## src/rtl/burst_wdg_pkg.sv

```systemverilog
package burst_wdg_pkg;

    // Default charges equal the continuous period in 125 MHz cycles
    localparam int unsigned DEF_INC_SHORT = 219;
    localparam int unsigned DEF_INC_LONG  = 2404;
    localparam int unsigned DEF_CAPACITY  = 4096;

    typedef enum logic {
        PW_SHORT = 1'b0,
        PW_LONG  = 1'b1
    } pw_sel_e;

    function automatic int unsigned max2(input int unsigned a, input int unsigned b);
        return (a > b) ? a : b;
    endfunction

endpackage

```

## src/rtl/wdg_bucket.sv

```systemverilog
module wdg_bucket
    import burst_wdg_pkg::*;
#(
    parameter int unsigned LVL_W    = 14,
    parameter int unsigned CAPACITY = DEF_CAPACITY
) (
    input  logic             clk,
    input  logic             rst,
    input  logic             take,
    input  logic [LVL_W-1:0] charge,
    output logic             throttle,
    output logic             trip
);
    localparam logic [LVL_W-1:0] CAP_V  = LVL_W'(CAPACITY);
    localparam logic [LVL_W-1:0] HALF_V = LVL_W'(CAPACITY / 2);

    logic [LVL_W-1:0] level_q, level_d, drained;
    logic             thr_q, thr_d;

    always_comb begin
        drained = (level_q == '0) ? '0 : level_q - 1'b1;
        level_d = drained + (take ? charge : '0);
        trip    = (level_d >= CAP_V);
        if (trip)
            thr_d = 1'b1;
        else if (level_d < HALF_V)
            thr_d = 1'b0;
        else
            thr_d = thr_q;
    end

    always_ff @(posedge clk) begin
        if (rst) begin
            level_q <= '0;
            thr_q   <= 1'b0;
        end else begin
            level_q <= level_d;
            thr_q   <= thr_d;
        end
    end

    assign throttle = thr_q;


    drain_step_chk: assert property (@(posedge clk) disable iff (rst)
        (!take && level_q != '0) |=> (level_q == $past(level_q) - 1'b1));


    drain_floor_chk: assert property (@(posedge clk) disable iff (rst)
        (!take && level_q == '0) |=> (level_q == '0));


    engage_level_chk: assert property (@(posedge clk) disable iff (rst)
        $rose(thr_q) |-> (level_q >= CAP_V));


    release_level_chk: assert property (@(posedge clk) disable iff (rst)
        $fell(thr_q) |-> (level_q < HALF_V));

endmodule

```

## src/rtl/wdg_gap_timer.sv

```systemverilog
module wdg_gap_timer #(
    parameter int unsigned GAP_W   = 12,
    parameter int unsigned GAP_MAX = 2404
) (
    input  logic             clk,
    input  logic             rst,
    input  logic             take,
    input  logic [GAP_W-1:0] period,
    output logic             gap_ok
);
    localparam logic [GAP_W-1:0] SAT_V = GAP_W'(GAP_MAX);

    logic [GAP_W-1:0] cnt_q;

    always_ff @(posedge clk) begin
        if (rst)
            cnt_q <= SAT_V;
        else if (take)
            cnt_q <= GAP_W'(1);
        else if (cnt_q < SAT_V)
            cnt_q <= cnt_q + 1'b1;
    end

    assign gap_ok = (cnt_q >= period);


    gap_bound_chk: assert property (@(posedge clk) disable iff (rst)
        (cnt_q <= SAT_V) && (cnt_q != '0));


    gap_restart_chk: assert property (@(posedge clk) disable iff (rst)
        take |=> (cnt_q == GAP_W'(1)));

endmodule

```

## src/rtl/wdg_err_flag.sv

```systemverilog
module wdg_err_flag (
    input  logic clk,
    input  logic rst,
    input  logic set,
    input  logic clr,
    output logic flag
);
    logic flag_q;

    always_ff @(posedge clk) begin
        if (rst)
            flag_q <= 1'b0;
        else if (set)
            flag_q <= 1'b1;
        else if (clr)
            flag_q <= 1'b0;
    end

    assign flag = flag_q;


    err_sticky_chk: assert property (@(posedge clk) disable iff (rst)
        (flag_q && !clr) |=> flag_q);


    err_trip_wins_chk: assert property (@(posedge clk) disable iff (rst)
        set |=> flag_q);

endmodule

```

## src/rtl/burst_rate_wdg.sv

```systemverilog
module burst_rate_wdg
    import burst_wdg_pkg::*;
#(
    parameter int unsigned INC_SHORT = DEF_INC_SHORT,
    parameter int unsigned INC_LONG  = DEF_INC_LONG,
    parameter int unsigned CAPACITY  = DEF_CAPACITY
) (
    input  logic clk,
    input  logic rst,
    input  logic pulse_req,
    input  logic width_long,
    input  logic err_clr,
    output logic pulse_grant,
    output logic wdg_err
);
    localparam int unsigned INC_MAX = max2(INC_SHORT, INC_LONG);
    localparam int unsigned LVL_W   = $clog2(CAPACITY + 2 * INC_MAX + 1);
    localparam int unsigned GAP_W   = $clog2(INC_MAX + 1);

    pw_sel_e          mode;
    logic [LVL_W-1:0] charge;
    logic [GAP_W-1:0] period;
    logic             throttle, trip, gap_ok, take, grant_q;

    assign mode   = pw_sel_e'(width_long);
    assign charge = (mode == PW_LONG) ? LVL_W'(INC_LONG) : LVL_W'(INC_SHORT);
    assign period = (mode == PW_LONG) ? GAP_W'(INC_LONG) : GAP_W'(INC_SHORT);
    assign take   = pulse_req && (!throttle || gap_ok);

    wdg_bucket #(.LVL_W(LVL_W), .CAPACITY(CAPACITY)) u_bucket (
        .clk(clk), .rst(rst), .take(take), .charge(charge),
        .throttle(throttle), .trip(trip)
    );

    wdg_gap_timer #(.GAP_W(GAP_W), .GAP_MAX(INC_MAX)) u_gap (
        .clk(clk), .rst(rst), .take(take), .period(period), .gap_ok(gap_ok)
    );

    wdg_err_flag u_err (
        .clk(clk), .rst(rst), .set(trip), .clr(err_clr), .flag(wdg_err)
    );

    always_ff @(posedge clk) begin
        if (rst)
            grant_q <= 1'b0;
        else
            grant_q <= take;
    end

    assign pulse_grant = grant_q;


    grant_needs_req_chk: assert property (@(posedge clk) disable iff (rst)
        pulse_grant |-> $past(pulse_req));


    free_pass_chk: assert property (@(posedge clk) disable iff (rst)
        (pulse_req && !throttle) |=> pulse_grant);


    err_with_throttle_chk: assert property (@(posedge clk) disable iff (rst)
        $rose(throttle) |-> $rose(wdg_err) || $past(wdg_err));

endmodule

```

## config.mk

```make
export PLATFORM = sky130hd
export DESIGN_NAME = burst_rate_wdg
export DESIGN_NICKNAME = d
export VERILOG_FILES = /design/src/rtl/burst_wdg_pkg.sv /design/src/rtl/wdg_bucket.sv /design/src/rtl/wdg_gap_timer.sv /design/src/rtl/wdg_err_flag.sv /design/src/rtl/burst_rate_wdg.sv
export SDC_FILE = /design/constraint.sdc
export NUM_CORES = 1
export LEC_CHECK = 0
export CAP_MARGIN = 20
export CORE_ASPECT_RATIO = 0.9
export CORE_UTILIZATION = 60
export CTS_BUF_LIST = sky130_fd_sc_hd__clkbuf_4 sky130_fd_sc_hd__clkbuf_8 sky130_fd_sc_hd__clkbuf_16
export DETAILED_ROUTE_END_ITERATION = 7
export DONT_BUFFER_PORTS = 1
export GPL_TIMING_DRIVEN = 0
export PLACE_DENSITY = 0.76
export SLEW_MARGIN = 20
export SYNTH_ARGS = -nofsm -noshare
export SYNTH_HDL_FRONTEND = slang
export SYNTH_SLANG_ARGS = --single-unit
export TNS_END_PERCENT = 5
```

## constraint.sdc

```tcl
create_clock -name clk -period 7.4 [get_ports clk]
set_input_delay 0.74 -clock clk [delete_from_list [all_inputs] [get_ports clk]]
set_output_delay 0.74 -clock clk [all_outputs]
set_load 0.005 [all_outputs]
```

---- Yosys cells after proc, flatten, opt, wreduce, memory -nomap -nowiden ----
Cells that the tools add are included.
storage, ports and cells
  register bits after elaboration ......... 29
  output and inout bits ................... 2
operators by class
  add/subtract/negate cells ............... 3
  reductions and logical operators ........ 8
  magnitude comparators ................... 4
  multiplexer cells ....................... 10
operators by type and width
  operator                 count
  $mux W12                 5
  $add A14 B14 Y14         1
  $ge A14 B13 Y1 const B   1
  $logic_not A14 Y1        1
  $lt A14 B12 Y1 const B   1
  $mux W14                 1
  $sub A14 B1 Y14 const B  1
  $add A12 B1 Y12 const B  1
  $ge A12 B12 Y1           1
  $lt A12 B12 Y1 const B   1
  $reduce_bool A2 Y1       3
  $mux W1                  4
  $reduce_or A2 Y1         1
  $logic_and A1 B1 Y1      1
  $logic_not A1 Y1         1
  $logic_or A1 B1 Y1       1

---- Longest topological paths before layout ----
  word-level depth ........................ 9
  depth in mapped cells ................... 17
  depth with buffers taken out ............ 17

---- Cells and area by module ----
Synthesis repeated with hierarchy kept, for this count alone.
unflattened totals
  cells, all modules ...................... 302
  area, all modules ....................... 2471.1 µm²
by module, submodules not included
  module          area an instance (µm²)  seq. area each (µm²)  cells each  instances
  wdg_bucket      1447.6                  300.3                 183         1
  wdg_gap_timer   928.4                   240.2                 107         1
  burst_rate_wdg  56.3                    20.0                  8           1
  wdg_err_flag    38.8                    20.0                  4           1

---- Worst setup path after synthesis ----
OpenSTA, ideal clock, no wires.
  path type ............................... input to register
  start point ............................. input port width_long
  end point ............................... register u_bucket.thr_q, in the netlist u_bucket.throttle
  required time ........................... 7267 ps
  arrival ................................. 4130 ps
  stages .................................. 17
  buffers on the path ..................... 0
  setup slack ............................. 3136 ps
  setup time .............................. 133 ps
  cells stage by stage .................... inv_1 -> ha_1 -> and3_1 -> o21ai_0 -> a311o_1 -> nand2_1 -> nand2_2 -> nor2_1 -> ha_1 -> o21ai_0 -> nor2b_4 -> or4b_4 -> a21oi_2 -> nor3_2 -> a211o_1 -> xnor2_2 -> o221ai_2
on the way
  longest elaborated chain between the ends .. 8
ends and longest elaborated chain
  item                                              RTL line                                    source
  from (decl)                                       burst_rate_wdg.sv:11                        input logic width_long,
  $mux W12                                          burst_rate_wdg.sv:26, burst_rate_wdg.sv:27
  $ge A12 B12 Y1                                    wdg_gap_timer.sv:24                         assign gap_ok = (cnt_q >= period);
  $logic_or A1 B1 Y1                                burst_rate_wdg.sv:28                        assign take = pulse_req && (!throttle || gap_ok);
  $logic_and A1 B1 Y1                               burst_rate_wdg.sv:28
  $mux W12 *                                        wdg_bucket.sv:22                            level_d = drained + (take ? charge : '0);
  $add A14 B14 Y14 *                                wdg_bucket.sv:22
  $ge A14 B13 Y1 or $lt A14 B12 Y1 (tied branches)  wdg_bucket.sv:23, wdg_bucket.sv:26
  $mux W1 or $reduce_bool A2 Y1 (tied branches)     --
  to (signal assigned)                              wdg_bucket.sv:38                            thr_q <= thr_d;
  to (decl)                                         wdg_bucket.sv:18                            logic thr_q, thr_d;
Mark *: on every way between the ends. The rest lies on a longest branch, timed or not.
A chain may end at the register's enable or synchronous reset.

---- Worst setup path in the final report ----
Same ends and word-level chain as after synthesis.

==> results.py <==
metrics = {
    "pwr": {
        "leakage_nw": 0.966,
        "power_density_of_the_placed_cells_nw_per_um2": 397,
        "ir_drop_v": 0.000251,
    },
    "floorplan": {
        "std_cell_core_area_um2": 3400,
        "top_level_ports": 7,
        "floorplan.initialDensity_pct": 63.1,
        "fp.dieArea_um2": 3820,
        "rows": 20,
        "fp.dieH_um": 58.8,
        "die_w_um": 65.1,
    },
    "sta": {
        "finClkSkew_ps": 4.50,
        "grt_setup_unrepaired": "false",
        "slew_headroom_pct": 34.2,
        "tightestPinTransition_ps": 978,
        "hold_viol": 0,
        "max_clock_freq_mhz": 216,
        "final_max_slew_viol_count": 0,
        "setup-tns-final_ps": 0,
        "finalWorstPathRequiredPeriod_ps": 4620,
        "setup_violations": 0,
        "timing.final.crit_share_pct": 62.4,
    },
    "routing": {
        "first_iter_violations": 101,
        "drtAntennaViolNets": 0,
        "wl_per_cell_um": 15.2,
        "detail_route.vias_per_cell": 6.03,
        "routed_wirelength_um": 4630,
        "dr_total_vias": 1834,
        "first_pass_iters": 4,
        "drc_errors": 0,
    },
    "synth": {
        "syn-num-nets": 277,
        "ys_seq_area_share_pct": 27.0,
        "synth_area_leaders": "dfxtp_1 (27%), ha_1 (12%), xnor2_1 (7.3%)",
        "netlist.top_cell.by_area": "dfxtp_1",
        "netlist_area_um2": 2150,
        "ys.warnings.count": 0,
        "synth.lib_cells_used.distinct": 58,
        "synth_edf_count": 0,
        "synth_area_per_cell_um2": 8.53,
        "synth_flop_cell": "dfxtp_1",
        "postSynthCellCount": 252,
        "synth-async-reset-ratio_pct": 0,
        "ys_seq_elements": 29,
        "synth.top_cell.area_share_pct": 27.0,
    },
    "cells_and_area": {
        "finish.net_count": 284,
        "layout.cells.non_filler": 304,
        "fill_cell_instance_count_of_the_final_layout": 321,
        "synth_to_final_area_change_pct": 6.58,
        "final_layout_size_suffix_gt1_share_pct": 9.23,
        "antennaDiodeCount": 0,
    },
    "worst_setup_path": {
        "worstPathCellList": "inv_1 > ha_1 > and3_1 > o21ai_0 > a311o_1 > nand2_1 > nand2_2 > nor2_1 > ha_1 > o21ai_0 > nor2b_4 > or4b_4 > a21oi_2 > nor3_2 > a211o_1 > xnor2_2 > o221ai_2",
        "critPathRequiredTime_ps": 7570,
        "kind_of_critical_path": "primary input to flop",
        "endpoint_type_of_the_worst_setup_path": "flop",
        "worstSetupStartpointType": "primary input",
        "worstPathArrival_ps": 4790,
        "worst-path-max-fanout": 9,
        "worst_path_largest_cell_delay_ps": 490,
        "cp_slowest_cell": "or4b_4",
    },
    "grt": {
        "global_route.usage.total_pct": 27.2,
        "global_route_wire_length_before_repair_um": 7690,
        "maximum_number_of_pins_on_one_net_before_global_route_repair": 11,
        "grt_antenna_before_repair": 0,
        "gr-total-overflow": 0,
        "first_global_vias": 1657,
    },
    "clocking": {
        "clock-root-buffer": "clkbuf_8",
        "clock_tree_from_tritoncts": "yes",
        "clock_transition_time_at_the_flip_flop_clock_pins_of_the_worst_setup_and_hold_paths_ps": 60,
        "clk-insertion-delay-late_ps": 300,
        "numCtsBuffers": 5,
        "cts.repair_timing.setup_buffer_count": 0,
        "clock_sinks": 29,
        "cts_buffer_depth": 2,
        "htree_levels": 2,
        "cts_resized": 0,
        "cts.hold.buffers_added": 0,
    },
    "place": {
        "place_inst": 296,
        "post_dp_hpwl_um": 3430,
        "port_buffers": 0,
        "place.gp.congestion": 0.932,
    },
    "worst_hold_path": {
        "min-delay-path-class": "flop to flop",
    },
    "job": {
        "max-cap-violations": 0,
    },
    "outcome": {
        "outcome": "complete, no violations",
    },
}
## worst max-delay path, delay by kind of cell
| kind | cells | cell delay (ps) |
|---|---|---|
| and+or+nand+nor | 7 | 1640 |
| buffers and inverters | 1 | 120 |
| AOI/OAI and AO/OA | 6 | 1420 |
| xor gates and xnor gates | 1 | 230 |
| adders and majority gates | 2 | 650 |
## flip-flops by register name, indices dropped and copies added (netlist names)
register           cells
pulse_grant            1
u_bucket.level_q      14
u_bucket.throttle      1
u_err.flag             1
u_gap.cnt_q           12
## cells in the mapped netlist, types with 4 or more instances
library cell / instances
a21o_1: 7
a21oi_1: 14
a31oi_1: 4
and3_1: 5
clkbuf_1: 4
dfxtp_1: 29
ha_1: 20
inv_1: 12
nand2_1: 13
nand3_1: 8
nor2_1: 35
o21ai_0: 5
xnor2_1: 18
xor2_1: 9
## logic make-up after synthesis
group | share of synthesized area (%)
simple gates | 26.0
flops | 27.0
buf+inv | 2.97
mux | 1.92
xor+xnor | 11.8
fa+ha+maj | 11.6
compound gates | 18.6
## metrics by stage
step	util (%)	worst slack (ps)	area [um2]	hold slack [ps]	power, mW
floorplan	-	3140	2150	485	0.674
global placement	64.7	2600	2200	509	0.767
detailed placement	64.7	2590	2200	510	0.771
CTS	67.3	2830	2290	523	0.906
global route	67.3	2550	2290	519	0.992
finish	67.3	2780	2290	518	0.910
## routing by layer
metal,wire [um],vias up,GRT usage [%],share of wire (%)
met5,0,-,0,0
met2,1970,32,38.7,42
met4,110,0,9.94,2.4
met1,2380,866,38.1,51
li1,-,923,-,-
met3,176,13,9.11,3.8
## report_power, final
part / leakage, nW / switching, mW / internal [mW]
sequential: 0.239 / 0.0359 / 0.197
clock: 0.0439 / 0.0669 / 0.0647
combinational: 0.683 / 0.311 / 0.234
## worst paths after layout
path	startpoint	end	slack, ps	cells after the start
setup / recovery	width_long	u_bucket.throttle	2780	17
hold / removal	u_err.flag	u_err.flag	520	2
setup reg to reg	u_gap.cnt_q[0]	u_bucket.throttle	2940	17
hold reg to reg	u_err.flag	u_err.flag	520	2
## area by class of cell
cell class                      count  area (um2)  area share, %
Clock inverter                      3        17.5          0.765
Inverter                           13        48.8           2.13
Multi-Input combinational cell    206        1500           65.7
Tap cell                           44        55.1           2.40
Clock buffer                        5        68.8           3.01
Sequential cell                    29         581           25.4
Buffer                              4        15.0          0.656
## placed cells by master, fill, tap and decap left out, drive strengths merged, types with 2 or more instances in the layout
| cell type | Yosys | routed |
|---|---|---|
| a2111oi | 3 | 3 |
| a211o | 3 | 3 |
| a211oi | 2 | 2 |
| a21o | 7 | 7 |
| a21oi | 15 | 15 |
| a31oi | 4 | 4 |
| and2 | 2 | 2 |
| and3 | 5 | 5 |
| and4 | 2 | 2 |
| clkbuf | 4 | 9 |
| clkinv | 0 | 2 |
| dfxtp | 29 | 29 |
| ha | 20 | 20 |
| inv | 13 | 13 |
| mux2i | 3 | 3 |
| nand2 | 14 | 14 |
| nand2b | 2 | 2 |
| nand3 | 8 | 8 |
| nand4 | 3 | 3 |
| nor2 | 35 | 35 |
| nor2b | 4 | 4 |
| nor3 | 5 | 5 |
| nor3b | 4 | 4 |
| nor4 | 3 | 3 |
| o211ai | 2 | 2 |
| o21ai | 5 | 5 |
| o21bai | 3 | 3 |
| o31a | 3 | 3 |
| o31ai | 3 | 3 |
| or2 | 3 | 3 |
| xnor2 | 19 | 19 |
| xor2 | 9 | 9 |
Power figures use the tool's default switching activity.
